--- src/rtl/ptrig_pkg.sv ---
package ptrig_pkg;
  typedef enum logic [1:0] {
    ST_IDLE   = 2'd0,
    ST_WINDOW = 2'd1,
    ST_SETTLE = 2'd2
  } ptrig_state_e;
endpackage

--- src/rtl/ptrig_tracker.sv ---
module ptrig_tracker #(
  parameter int SAMPLE_W = 12,
  parameter int K        = 4,
  parameter int MULT_W   = 4,
  localparam int CORR_W  = SAMPLE_W + 1,
  localparam int ACC_W   = SAMPLE_W + K + 2,
  localparam int THR_W   = SAMPLE_W + MULT_W + 1
) (
  input  logic                       clk,
  input  logic                       rst_n,
  input  logic                       in_valid,
  input  logic signed [SAMPLE_W-1:0] sample,
  input  logic signed [CORR_W-1:0]   corr,
  input  logic                       quiet,
  input  logic [SAMPLE_W-1:0]        cfg_margin,
  input  logic [MULT_W-1:0]          cfg_mult,
  output logic                       seeded,
  output logic signed [SAMPLE_W-1:0] baseline,
  output logic [THR_W-1:0]           threshold
);
  logic signed [ACC_W-1:0] base_acc;
  logic signed [ACC_W-1:0] dev_acc;
  logic signed [ACC_W-1:0] sample_x;
  logic signed [ACC_W-1:0] base_x;
  logic signed [ACC_W-1:0] mag_x;
  logic signed [ACC_W-1:0] dev_x;
  logic [SAMPLE_W-1:0]     noise;

  assign baseline = base_acc[K +: SAMPLE_W];
  assign noise    = dev_acc[K +: SAMPLE_W];
  assign sample_x = ACC_W'(sample);
  assign base_x   = ACC_W'(baseline);
  assign mag_x    = corr[CORR_W-1] ? -ACC_W'(corr) : ACC_W'(corr);
  assign dev_x    = ACC_W'({1'b0, noise});

  assign threshold = THR_W'(noise) * THR_W'(cfg_mult) + THR_W'(cfg_margin);

  always_ff @(posedge clk) begin
    if (!rst_n) begin
      seeded   <= 1'b0;
      base_acc <= '0;
      dev_acc  <= '0;
    end else if (in_valid && !seeded) begin
      seeded   <= 1'b1;
      base_acc <= sample_x <<< K;
      dev_acc  <= '0;
    end else if (in_valid && quiet) begin
      base_acc <= base_acc + sample_x - base_x;
      dev_acc  <= dev_acc + mag_x - dev_x;
    end
  end

  // estimators hold still on samples that are not quiet
  a_r4_frozen_when_active: assert property (@(posedge clk) disable iff (!rst_n)
    (in_valid && seeded && !quiet) |=> ($stable(baseline) && $stable(noise)));

  // seeding happens exactly once after reset
  a_r2_seed_once: assert property (@(posedge clk) disable iff (!rst_n)
    seeded |=> seeded);
endmodule

--- src/rtl/ptrig_qualify.sv ---
module ptrig_qualify
  import ptrig_pkg::*;
#(
  parameter int CORR_W = 13,
  parameter int THR_W  = 17,
  parameter int WIN_W  = 8,
  parameter int TS_W   = 32,
  localparam int EN_W  = CORR_W + WIN_W
) (
  input  logic                     clk,
  input  logic                     rst_n,
  input  logic                     in_valid,
  input  logic signed [CORR_W-1:0] corr,
  input  logic [THR_W-1:0]         threshold,
  input  logic [WIN_W-1:0]         cfg_win_len,
  input  logic [TS_W-1:0]          stamp,
  output logic                     quiet,
  output logic                     trig,
  output logic [TS_W-1:0]          trig_time,
  output logic                     energy_valid,
  output logic signed [EN_W-1:0]   energy,
  output logic                     busy
);
  ptrig_state_e             state;
  logic                     pend;
  logic signed [CORR_W-1:0] pend_corr;
  logic [TS_W-1:0]          pend_stamp;
  logic [WIN_W-1:0]         cnt;
  logic [WIN_W-1:0]         cnt_next;
  logic [WIN_W-1:0]         win_need;
  logic signed [EN_W-1:0]   acc;
  logic signed [EN_W-1:0]   pair_sum;
  logic signed [EN_W-1:0]   win_sum;
  logic                     settle_one;
  logic                     above;
  logic signed [THR_W:0]    thr_s;
  logic signed [THR_W:0]    corr_s;

  assign thr_s    = {1'b0, threshold};
  assign corr_s   = (THR_W + 1)'(corr);
  assign above    = corr_s > thr_s;
  assign quiet    = (state == ST_IDLE) && !above;
  assign busy     = (state != ST_IDLE);
  assign win_need = (cfg_win_len < WIN_W'(2)) ? WIN_W'(2) : cfg_win_len;
  assign cnt_next = cnt + WIN_W'(1);
  assign pair_sum = EN_W'(pend_corr) + EN_W'(corr);
  assign win_sum  = acc + EN_W'(corr);

  always_ff @(posedge clk) begin
    if (!rst_n) begin
      state        <= ST_IDLE;
      pend         <= 1'b0;
      pend_corr    <= '0;
      pend_stamp   <= '0;
      cnt          <= '0;
      acc          <= '0;
      settle_one   <= 1'b0;
      trig         <= 1'b0;
      trig_time    <= '0;
      energy_valid <= 1'b0;
      energy       <= '0;
    end else begin
      trig         <= 1'b0;
      energy_valid <= 1'b0;
      if (in_valid) begin
        case (state)
          ST_IDLE: begin
            if (above && pend) begin
              trig       <= 1'b1;
              trig_time  <= pend_stamp;
              pend       <= 1'b0;
              settle_one <= 1'b0;
              if (win_need == WIN_W'(2)) begin
                energy       <= pair_sum;
                energy_valid <= 1'b1;
                state        <= ST_SETTLE;
              end else begin
                acc   <= pair_sum;
                cnt   <= WIN_W'(2);
                state <= ST_WINDOW;
              end
            end else if (above) begin
              pend       <= 1'b1;
              pend_corr  <= corr;
              pend_stamp <= stamp;
            end else begin
              pend <= 1'b0;
            end
          end
          ST_WINDOW: begin
            cnt <= cnt_next;
            if (cnt_next == win_need) begin
              energy       <= win_sum;
              energy_valid <= 1'b1;
              settle_one   <= 1'b0;
              state        <= ST_SETTLE;
            end else begin
              acc <= win_sum;
            end
          end
          ST_SETTLE: begin
            if (above) begin
              settle_one <= 1'b0;
            end else if (settle_one) begin
              settle_one <= 1'b0;
              state      <= ST_IDLE;
            end else begin
              settle_one <= 1'b1;
            end
          end
          default: state <= ST_IDLE;
        endcase
      end
    end
  end

  // a trigger follows an accepted sample and lasts one cycle
  a_r6_trig_on_sample: assert property (@(posedge clk) disable iff (!rst_n)
    trig |-> $past(in_valid));
  a_r6_trig_one_cycle: assert property (@(posedge clk) disable iff (!rst_n)
    trig |=> !trig);

  // a trigger always leaves the block busy
  a_r9_busy_after_trig: assert property (@(posedge clk) disable iff (!rst_n)
    trig |-> busy);

  // an energy result closes the window and enters settling
  a_r8_energy_then_settle: assert property (@(posedge clk) disable iff (!rst_n)
    energy_valid |-> (state == ST_SETTLE));
endmodule

--- src/rtl/pulse_trigger.sv ---
module pulse_trigger #(
  parameter int SAMPLE_W = 12,
  parameter int K        = 4,
  parameter int MULT_W   = 4,
  parameter int WIN_W    = 8,
  parameter int TS_W     = 32,
  localparam int CORR_W  = SAMPLE_W + 1,
  localparam int THR_W   = SAMPLE_W + MULT_W + 1,
  localparam int EN_W    = CORR_W + WIN_W
) (
  input  logic                       clk,
  input  logic                       rst_n,
  input  logic                       s_valid,
  output logic                       s_ready,
  input  logic signed [SAMPLE_W-1:0] s_data,
  input  logic [SAMPLE_W-1:0]        cfg_margin,
  input  logic [MULT_W-1:0]          cfg_mult,
  input  logic [WIN_W-1:0]           cfg_win_len,
  output logic                       m_valid,
  output logic signed [CORR_W-1:0]   m_data,
  output logic                       trig,
  output logic [TS_W-1:0]            trig_time,
  output logic                       energy_valid,
  output logic signed [EN_W-1:0]     energy,
  output logic                       busy
);
  logic                       seeded;
  logic signed [SAMPLE_W-1:0] baseline;
  logic [THR_W-1:0]           threshold;
  logic signed [CORR_W-1:0]   corr;
  logic                       quiet;
  logic [TS_W-1:0]            stamp;

  assign s_ready = 1'b1;
  assign corr    = seeded ? (CORR_W'(s_data) - CORR_W'(baseline)) : '0;

  always_ff @(posedge clk) begin
    if (!rst_n) begin
      stamp   <= '0;
      m_valid <= 1'b0;
      m_data  <= '0;
    end else begin
      m_valid <= s_valid;
      if (s_valid) begin
        stamp  <= stamp + TS_W'(1);
        m_data <= corr;
      end
    end
  end

  ptrig_tracker #(
    .SAMPLE_W(SAMPLE_W),
    .K       (K),
    .MULT_W  (MULT_W)
  ) u_tracker (
    .clk       (clk),
    .rst_n     (rst_n),
    .in_valid  (s_valid),
    .sample    (s_data),
    .corr      (corr),
    .quiet     (quiet),
    .cfg_margin(cfg_margin),
    .cfg_mult  (cfg_mult),
    .seeded    (seeded),
    .baseline  (baseline),
    .threshold (threshold)
  );

  ptrig_qualify #(
    .CORR_W(CORR_W),
    .THR_W (THR_W),
    .WIN_W (WIN_W),
    .TS_W  (TS_W)
  ) u_qualify (
    .clk         (clk),
    .rst_n       (rst_n),
    .in_valid    (s_valid),
    .corr        (corr),
    .threshold   (threshold),
    .cfg_win_len (cfg_win_len),
    .stamp       (stamp),
    .quiet       (quiet),
    .trig        (trig),
    .trig_time   (trig_time),
    .energy_valid(energy_valid),
    .energy      (energy),
    .busy        (busy)
  );

  // output stream follows the input stream by one cycle
  a_r1_stream_follow: assert property (@(posedge clk) disable iff (!rst_n)
    s_valid |=> m_valid);
  a_r1_no_spurious: assert property (@(posedge clk) disable iff (!rst_n)
    !s_valid |=> !m_valid);

  // the seeding sample comes out as zero
  a_r2_seed_zero: assert property (@(posedge clk) disable iff (!rst_n)
    (s_valid && !seeded) |=> (m_data == '0));

  // a trigger stamp always names an already accepted sample
  a_r7_stamp_past: assert property (@(posedge clk) disable iff (!rst_n)
    trig |-> (trig_time < stamp));
endmodule

--- config.mk ---
export PLATFORM = sky130hd
export DESIGN_NAME = pulse_trigger
export DESIGN_NICKNAME = d
export VERILOG_FILES = /design/src/rtl/ptrig_pkg.sv /design/src/rtl/ptrig_tracker.sv /design/src/rtl/ptrig_qualify.sv /design/src/rtl/pulse_trigger.sv
export SDC_FILE = /design/constraint.sdc
export NUM_CORES = 1
export LEC_CHECK = 0
export BUFFER_PORTS_ARGS = -buffer_cell sky130_fd_sc_hd__buf_2
export CAP_MARGIN = 30
export CORE_AREA = 2 2 180 182
export DETAILED_ROUTE_END_ITERATION = 10
export DIE_AREA = 0 0 182 184
export GPL_ROUTABILITY_DRIVEN = 1
export MAX_ROUTING_LAYER = met4
export PLACE_DENSITY = 0.7
export SYNTH_ARGS = -nofsm -noshare
export SYNTH_HDL_FRONTEND = slang
export SYNTH_SLANG_ARGS = --single-unit
--- constraint.sdc ---
create_clock -name clk -period 10.5 [get_ports clk]
set_input_delay 3.15 -clock clk [delete_from_list [all_inputs] [get_ports clk]]
set_output_delay 3.15 -clock clk [all_outputs]
set_load 0.02 [all_outputs]
==> results of run 1 <==
## layout by cell type, fill, tap and decap left out, types with 7 or more instances in the layout
cell type    n
nand2b_1    10
and2_1      57
buf_2      108
nor3_1      58
fa_1        61
a211oi_1    27
dfxtp_1    212
o21ai_0     67
xor2_1      46
mux2i_1    113
o21a_1      15
nor4_1       7
or3_1       27
buf_4       12
nand3_1     33
inv_1      166
nand4_1     18
o31ai_1     11
nor2b_1     19
a21oi_1    132
o22ai_1      9
ha_1       127
nor2_1     255
xnor2_1     66
and3_1      11
clkbuf_16   25
nand2_1     81
a31oi_1     15
a21o_1      25
## area by class of cell
| type | count | share of cell area |
|---|---|---|
| repair buffers | 122 | 0.0396 |
| diodes | 2 | 0.000292 |
| multi-input cells | 1388 | 0.595 |
| clock inverters | 11 | 0.0112 |
| flip-flops and latches | 212 | 0.248 |
| inverters | 168 | 0.0369 |
| well taps | 402 | 0.0293 |
| clock buffers | 33 | 0.0400 |
## cell families (layout without fill, tap and decap cells)
family	Yosys count	after routing	share of synthesized area
other cells	1	5	0.000241
buf+inv	242	334	0.0722
flops	212	212	0.273
simple gates	606	606	0.187
fa+ha+maj	188	188	0.181
xor+xnor	112	112	0.0631
compound gates	363	363	0.149
mux	116	116	0.0749
## worst register-to-register path: stages, from the launching register on
cell	delay, ns
dfxtp_1	0.53
and2_1	0.23
fa_1	0.43
fa_1	0.54
inv_1	0.05
fa_1	0.50
inv_1	0.05
ha_1	0.35
and2_1	0.19
o21ai_0	0.21
nand3b_1	0.17
a21o_2	0.25
a21o_1	0.19
a21o_1	0.18
a21oi_1	0.17
xor2_1	0.09
ha_1	0.32
o21ai_0	0.09
a21oi_1	0.12
o22ai_1	0.09
nor4_1	0.40
o211ai_2	0.29
nor4_4	0.26
buf_4	0.20
nor3b_4	0.20
buf_4	0.49
mux2i_1	0.30
nor2_1	0.07
## flip-flops by register name, summed over array words and instances, names as in the netlist, 2 cells and up
register              count
u_qualify.trig_time      32
u_tracker.dev_acc        16
u_qualify.state           2
stamp                    32
u_tracker.base_acc       16
u_qualify.pend_stamp     32
u_qualify.cnt             8
u_qualify.energy         21
m_data                   13
u_qualify.pend_corr      13
u_qualify.acc            21
## power groups by stage
stage | clock network, mW | registers (mW) | logic (mW)
3_3_place_gp | 0 | 1.01 | 2.83
3_5_place_dp | 0 | 1.01 | 2.88
2_1_floorplan | 0 | 1.03 | 2.30
5_1_grt | 0.980 | 1.01 | 3.26
4_1_cts | 0.945 | 0.994 | 2.90
6_report | 0.925 | 0.994 | 2.92
## metal layers
layer	vias to the layer above	GRT usage	part of all wire
li1	6456	-	-
met1	6101	0.288	0.45
met2	264	0.399	0.47
met3	65	0.0345	0.049
met4	0	0.0603	0.024
met5	-	-	0
## stage by stage
stage	setup slack, ns	hold slack [ns]	instance area [um^2]	total power, mW	utilization
after global placement	0.847	0.423	16200	3.83	0.517
final	1.07	0.432	17100	4.84	0.546
after global routing	0.702	0.457	17100	5.25	0.546
after floorplan	1.33	0.413	15600	3.33	-
after CTS	1.18	0.436	17100	4.84	0.546
after detailed placement	0.710	0.427	16300	3.89	0.518
## final timing paths
kind	startpoint	to	depth (start not counted)
setup / recovery	cfg_mult[3]	u_qualify.pend_stamp[25]	28
hold / removal	u_qualify.pend_corr[12]	u_qualify.pend_corr[12]	2
setup reg to reg	u_tracker.dev_acc[6]	u_qualify.pend_stamp[25]	27
hold reg to reg	u_qualify.pend_corr[12]	u_qualify.pend_corr[12]	2
==> impl_metrics.ini, run 1 <==
[cts]
cts_resized = 0
numCtsBuffers = 25
post_cts_buffers = 0
cts.sinks = 212
cts.clk_slew.worst_paths_ns = 0.06
cts_tree = done
clk_latency_ns = 0.53
htreeDepth = 1
ctsHoldBuffers = 0
cts-root-buf = clkbuf_16
cts.path.max_buffers = 3

[critical_path]
worst-path-buf-inv = 5
worstPathRequired_ns = 10.89
critical_path_class = in -> reg
worst_setup_path_start_kind = primary input
cp-end-kind = flop
crit_arrival_ns = 9.82
r2r_slack_ns = 3.38
cp_slowest_cell = fa_1
critPathTopFamily = adder cells
cp_max_fo = 33
max_stage_delay_ns = 0.54
crit_top_cell = fa_1

[synthesis]
netlist_instances = 1840
synth-async-reset-ratio = 0
ys.warnings.count = 0
synth_top_area_frac = 0.273
yosysMostFrequentCell = nor2_1
avgSynthCellArea_um2 = 8.45
ys_seq_area_frac = 0.273
synth-main-ff-cell = dfxtp_1
yosys-top-cells-area = dfxtp_1 (27%), ha_1 (10%), fa_1 (7.9%)
synth_edf_count = 0
synthTopCellsByCount = nor2_1 (255), dfxtp_1 (212), inv_1 (167)
syn-cell-area_mm2 = 0.0156
synth_seq_cells = 212
yosysTopAreaCell = dfxtp_1
synthDistinctLibCells = 87

[die]
die_y_um = 184
die-width_um = 182
core_mm2 = 0.0314
rows = 65
dieArea_mm2 = 0.0335
initial_core_util = 0.495
ios = 110

[sta]
timing.final.hold_violations = 0
slew_headroom = 0.327
maxSlewViolCount = 0
fmax_mhz = 106
fin_crit_sh = 0.898
setup_viol = 0
fin_worst_skew_ns = 0.0161
min_period_ns = 9.43
final.setup.tns_ns = 0
worst_pin_slew_ns = 1.01
rsz0062_at_grt = false

[placement]
place.gp.congestion = 0.947
portBuffers = 108
dp_hpwl_um = 27900
dp.cells = 2292

[routing]
num_vias = 12900
wl_per_cell_um = 16.1
viasPerCell = 5.51
drt_first_pass_iters = 5
drt-initial-drc-count = 664
ant_nets = 0
routed_wl_um = 37700
drc = 0

[status]
outcome = completed

[global_routing]
antenna_found_initial = 2
grt_max_degree = 67
grt_pass1_wl_um = 62900
grt_pass1_vias = 12700
overflow = 0
grtUsageTotal = 0.233

[cells_and_area]
area_growth_pct = 10.2
n_fill_cell = 2877
fin_cells = 2338
num-nets-final = 2144
seq_area_mm2 = 0.00424
drive_gt1_frac = 0.104
multi_input_area_mm2 = 0.0102

[pwr]
p_sw_mw = 2.14
p_leak_nw = 7.65
clkPwrFrac = 0.191
power_frac_seq = 0.205
power_frac_comb = 0.604
power.internal_mw = 2.70
power.density_mw_per_mm2 = 283
switching_share = 0.443
max-vdd-ir-drop_mv = 0.122

[job]
cap_violations = 0

[min_path]
hold_path.class = reg -> reg
Note: power is estimated with default switching activity, not from simulation.
==> run 2: changes to the inputs <==
CORE_AREA = 2 2 170 172   (was 2 2 180 182)
DIE_AREA = 0 0 172 174   (was 0 0 182 184)
PLACE_DENSITY = 0.77   (was 0.7)
==> run 2 against run 1 <==
Net effect: largest cell class unchanged; critical path type unchanged; cell count down 1.2%; utilization up 5.4 points; register-to-register slack worse by 0.06 ns; worst setup slack worse by 0.077 ns; sequential cell count unchanged.
==> impl_metrics.ini, run 2 (same netlist as run 1, synthesis figures left out) <==
[status]
outcome = completed

[routing]
routed_wl_um = 37100
drt_first_pass_iters = 5
drc = 0
num_vias = 13000
viasPerCell = 5.64
wl_per_cell_um = 16.0
ant_nets = 0
drt-initial-drc-count = 854

[global_routing]
grt_pass1_wl_um = 61500
grt_max_degree = 101
antenna_found_initial = 0
grt_pass1_vias = 12800
grtUsageTotal = 0.256
overflow = 0

[cells_and_area]
drive_gt1_frac = 0.100
area_growth_pct = 9.00
final_common_cell = nor2_1
reg_top3 = stamp (32), u_qualify.pend_stamp (32), u_qualify.trig_time (32)
fin_util = 0.600
diodes = 0
num-nets-final = 2139
design_area_mm2 = 0.0170
final_cell_mix = nor2_1 (255), dfxtp_1 (212), inv_1 (166), a21oi_1 (132), ha_1 (127)

[placement]
dp_hpwl_um = 27400
place.gp.congestion = 0.957
portBuffers = 108
placed_cell_area_mm2 = 0.0162

[critical_path]
critical_path_class = in -> reg
r2r_slack_ns = 3.32
cp_max_fo = 32
cp-end-kind = flop
worstPathRequired_ns = 10.88
worst_setup_path_start_kind = primary input
crit_arrival_ns = 9.89

[cts]
cts-root-buf = clkbuf_16
cts_tree = done
clk_latency_ns = 0.53
htreeDepth = 1
cts.clk_slew.worst_paths_ns = 0.06
cts.path.max_buffers = 3
cts_resized = 0
cts.sinks = 212
numCtsBuffers = 23
ctsHoldBuffers = 0
post_cts_buffers = 0

[sta]
fin_worst_skew_ns = 0.0315
fmax_mhz = 105
timing.final.hold_violations = 0
rsz0062_at_grt = false
whs_ns = 0.437
maxSlewViolCount = 0
min_period_ns = 9.51
slew_headroom = 0.390
worst_pin_slew_ns = 0.915
final.setup.tns_ns = 0
fin_crit_sh = 0.906
setup_viol = 0

[die]
die_y_um = 174
dieArea_mm2 = 0.0299
core_mm2 = 0.0282
ios = 110
initial_core_util = 0.551
die-width_um = 172
rows = 62

[pwr]
p_leak_nw = 7.57
p_total_mw = 4.70
power.density_mw_per_mm2 = 277
power_frac_seq = 0.211
clkPwrFrac = 0.172
p_sw_mw = 2.12
power.internal_mw = 2.58
power_frac_comb = 0.616
max-vdd-ir-drop_mv = 0.180
switching_share = 0.451

[min_path]
hold_path.class = reg -> reg

[job]
cap_violations = 0
run 2: metrics by stage:
stage,instances,setup WS (ns)
finish,2310,0.991
global placement,2270,0.753
floorplan,1842,1.33
detailed placement,2271,0.587
CTS,2310,1.10
global route,2310,0.541
run 2: worst max-delay path, cell delays in order:
cell      delay (ns)
buf_2           0.16
and2_1          0.19
fa_1            0.50
fa_1            0.54
inv_1           0.06
fa_1            0.51
inv_1           0.04
ha_1            0.35
and2_1          0.20
o21ai_0         0.28
nand3b_1        0.17
a21o_2          0.26
a21o_1          0.20
a21o_1          0.17
a21oi_1         0.17
xor2_1          0.09
ha_1            0.32
o21ai_0         0.08
a21oi_1         0.12
o22ai_1         0.09
nor4_1          0.33
o211ai_2        0.26
nor4_4          0.53
and3_2          0.28
buf_4           0.47
mux2i_1         0.25
nor2_1          0.07
run 2: layout make-up:
class / instances / area (um^2)
inverter: 168 / 633
multi-input combinational: 1388 / 10200
clock buffer: 30 / 622
sequential: 212 / 4240
clock inverter: 9 / 116
fill: 2532 / 11300
timing repair buffer: 119 / 656
tap: 384 / 480
run 2: power by group through the flow:
stage          sequential, mW  combinational (mW)  clock [mW]
6_report                0.994                2.90       0.809
5_1_grt                  1.01                3.26       0.855
4_1_cts                 0.993                2.88       0.823
3_5_place_dp             1.01                2.86           0
3_3_place_gp             1.01                2.79           0
2_1_floorplan            1.03                2.30           0
run 2: path summary, 6_finish.rpt:
check / from / end / depth (start not counted)
worst max register to register: u_tracker.dev_acc[7] / u_qualify.trig_time[25] / 26
worst min register to register: u_qualify.pend_corr[12] / u_qualify.pend_corr[12] / 2
worst min-delay path: u_qualify.pend_corr[12] / u_qualify.pend_corr[12] / 2
worst max-delay path: cfg_mult[3] / u_qualify.trig_time[25] / 27
run 2: layer usage:
| metal | wire (um) | global-route usage | share of wire | vias to the layer above |
|---|---|---|---|---|
| li1 | - | - | - | 6444 |
| met2 | 17300 | 0.417 | 0.47 | 356 |
| met1 | 16600 | 0.322 | 0.45 | 6130 |
| met4 | 1410 | 0.100 | 0.038 | 0 |
| met3 | 1820 | 0.0319 | 0.049 | 92 |
| met5 | 0 | - | 0 | - |
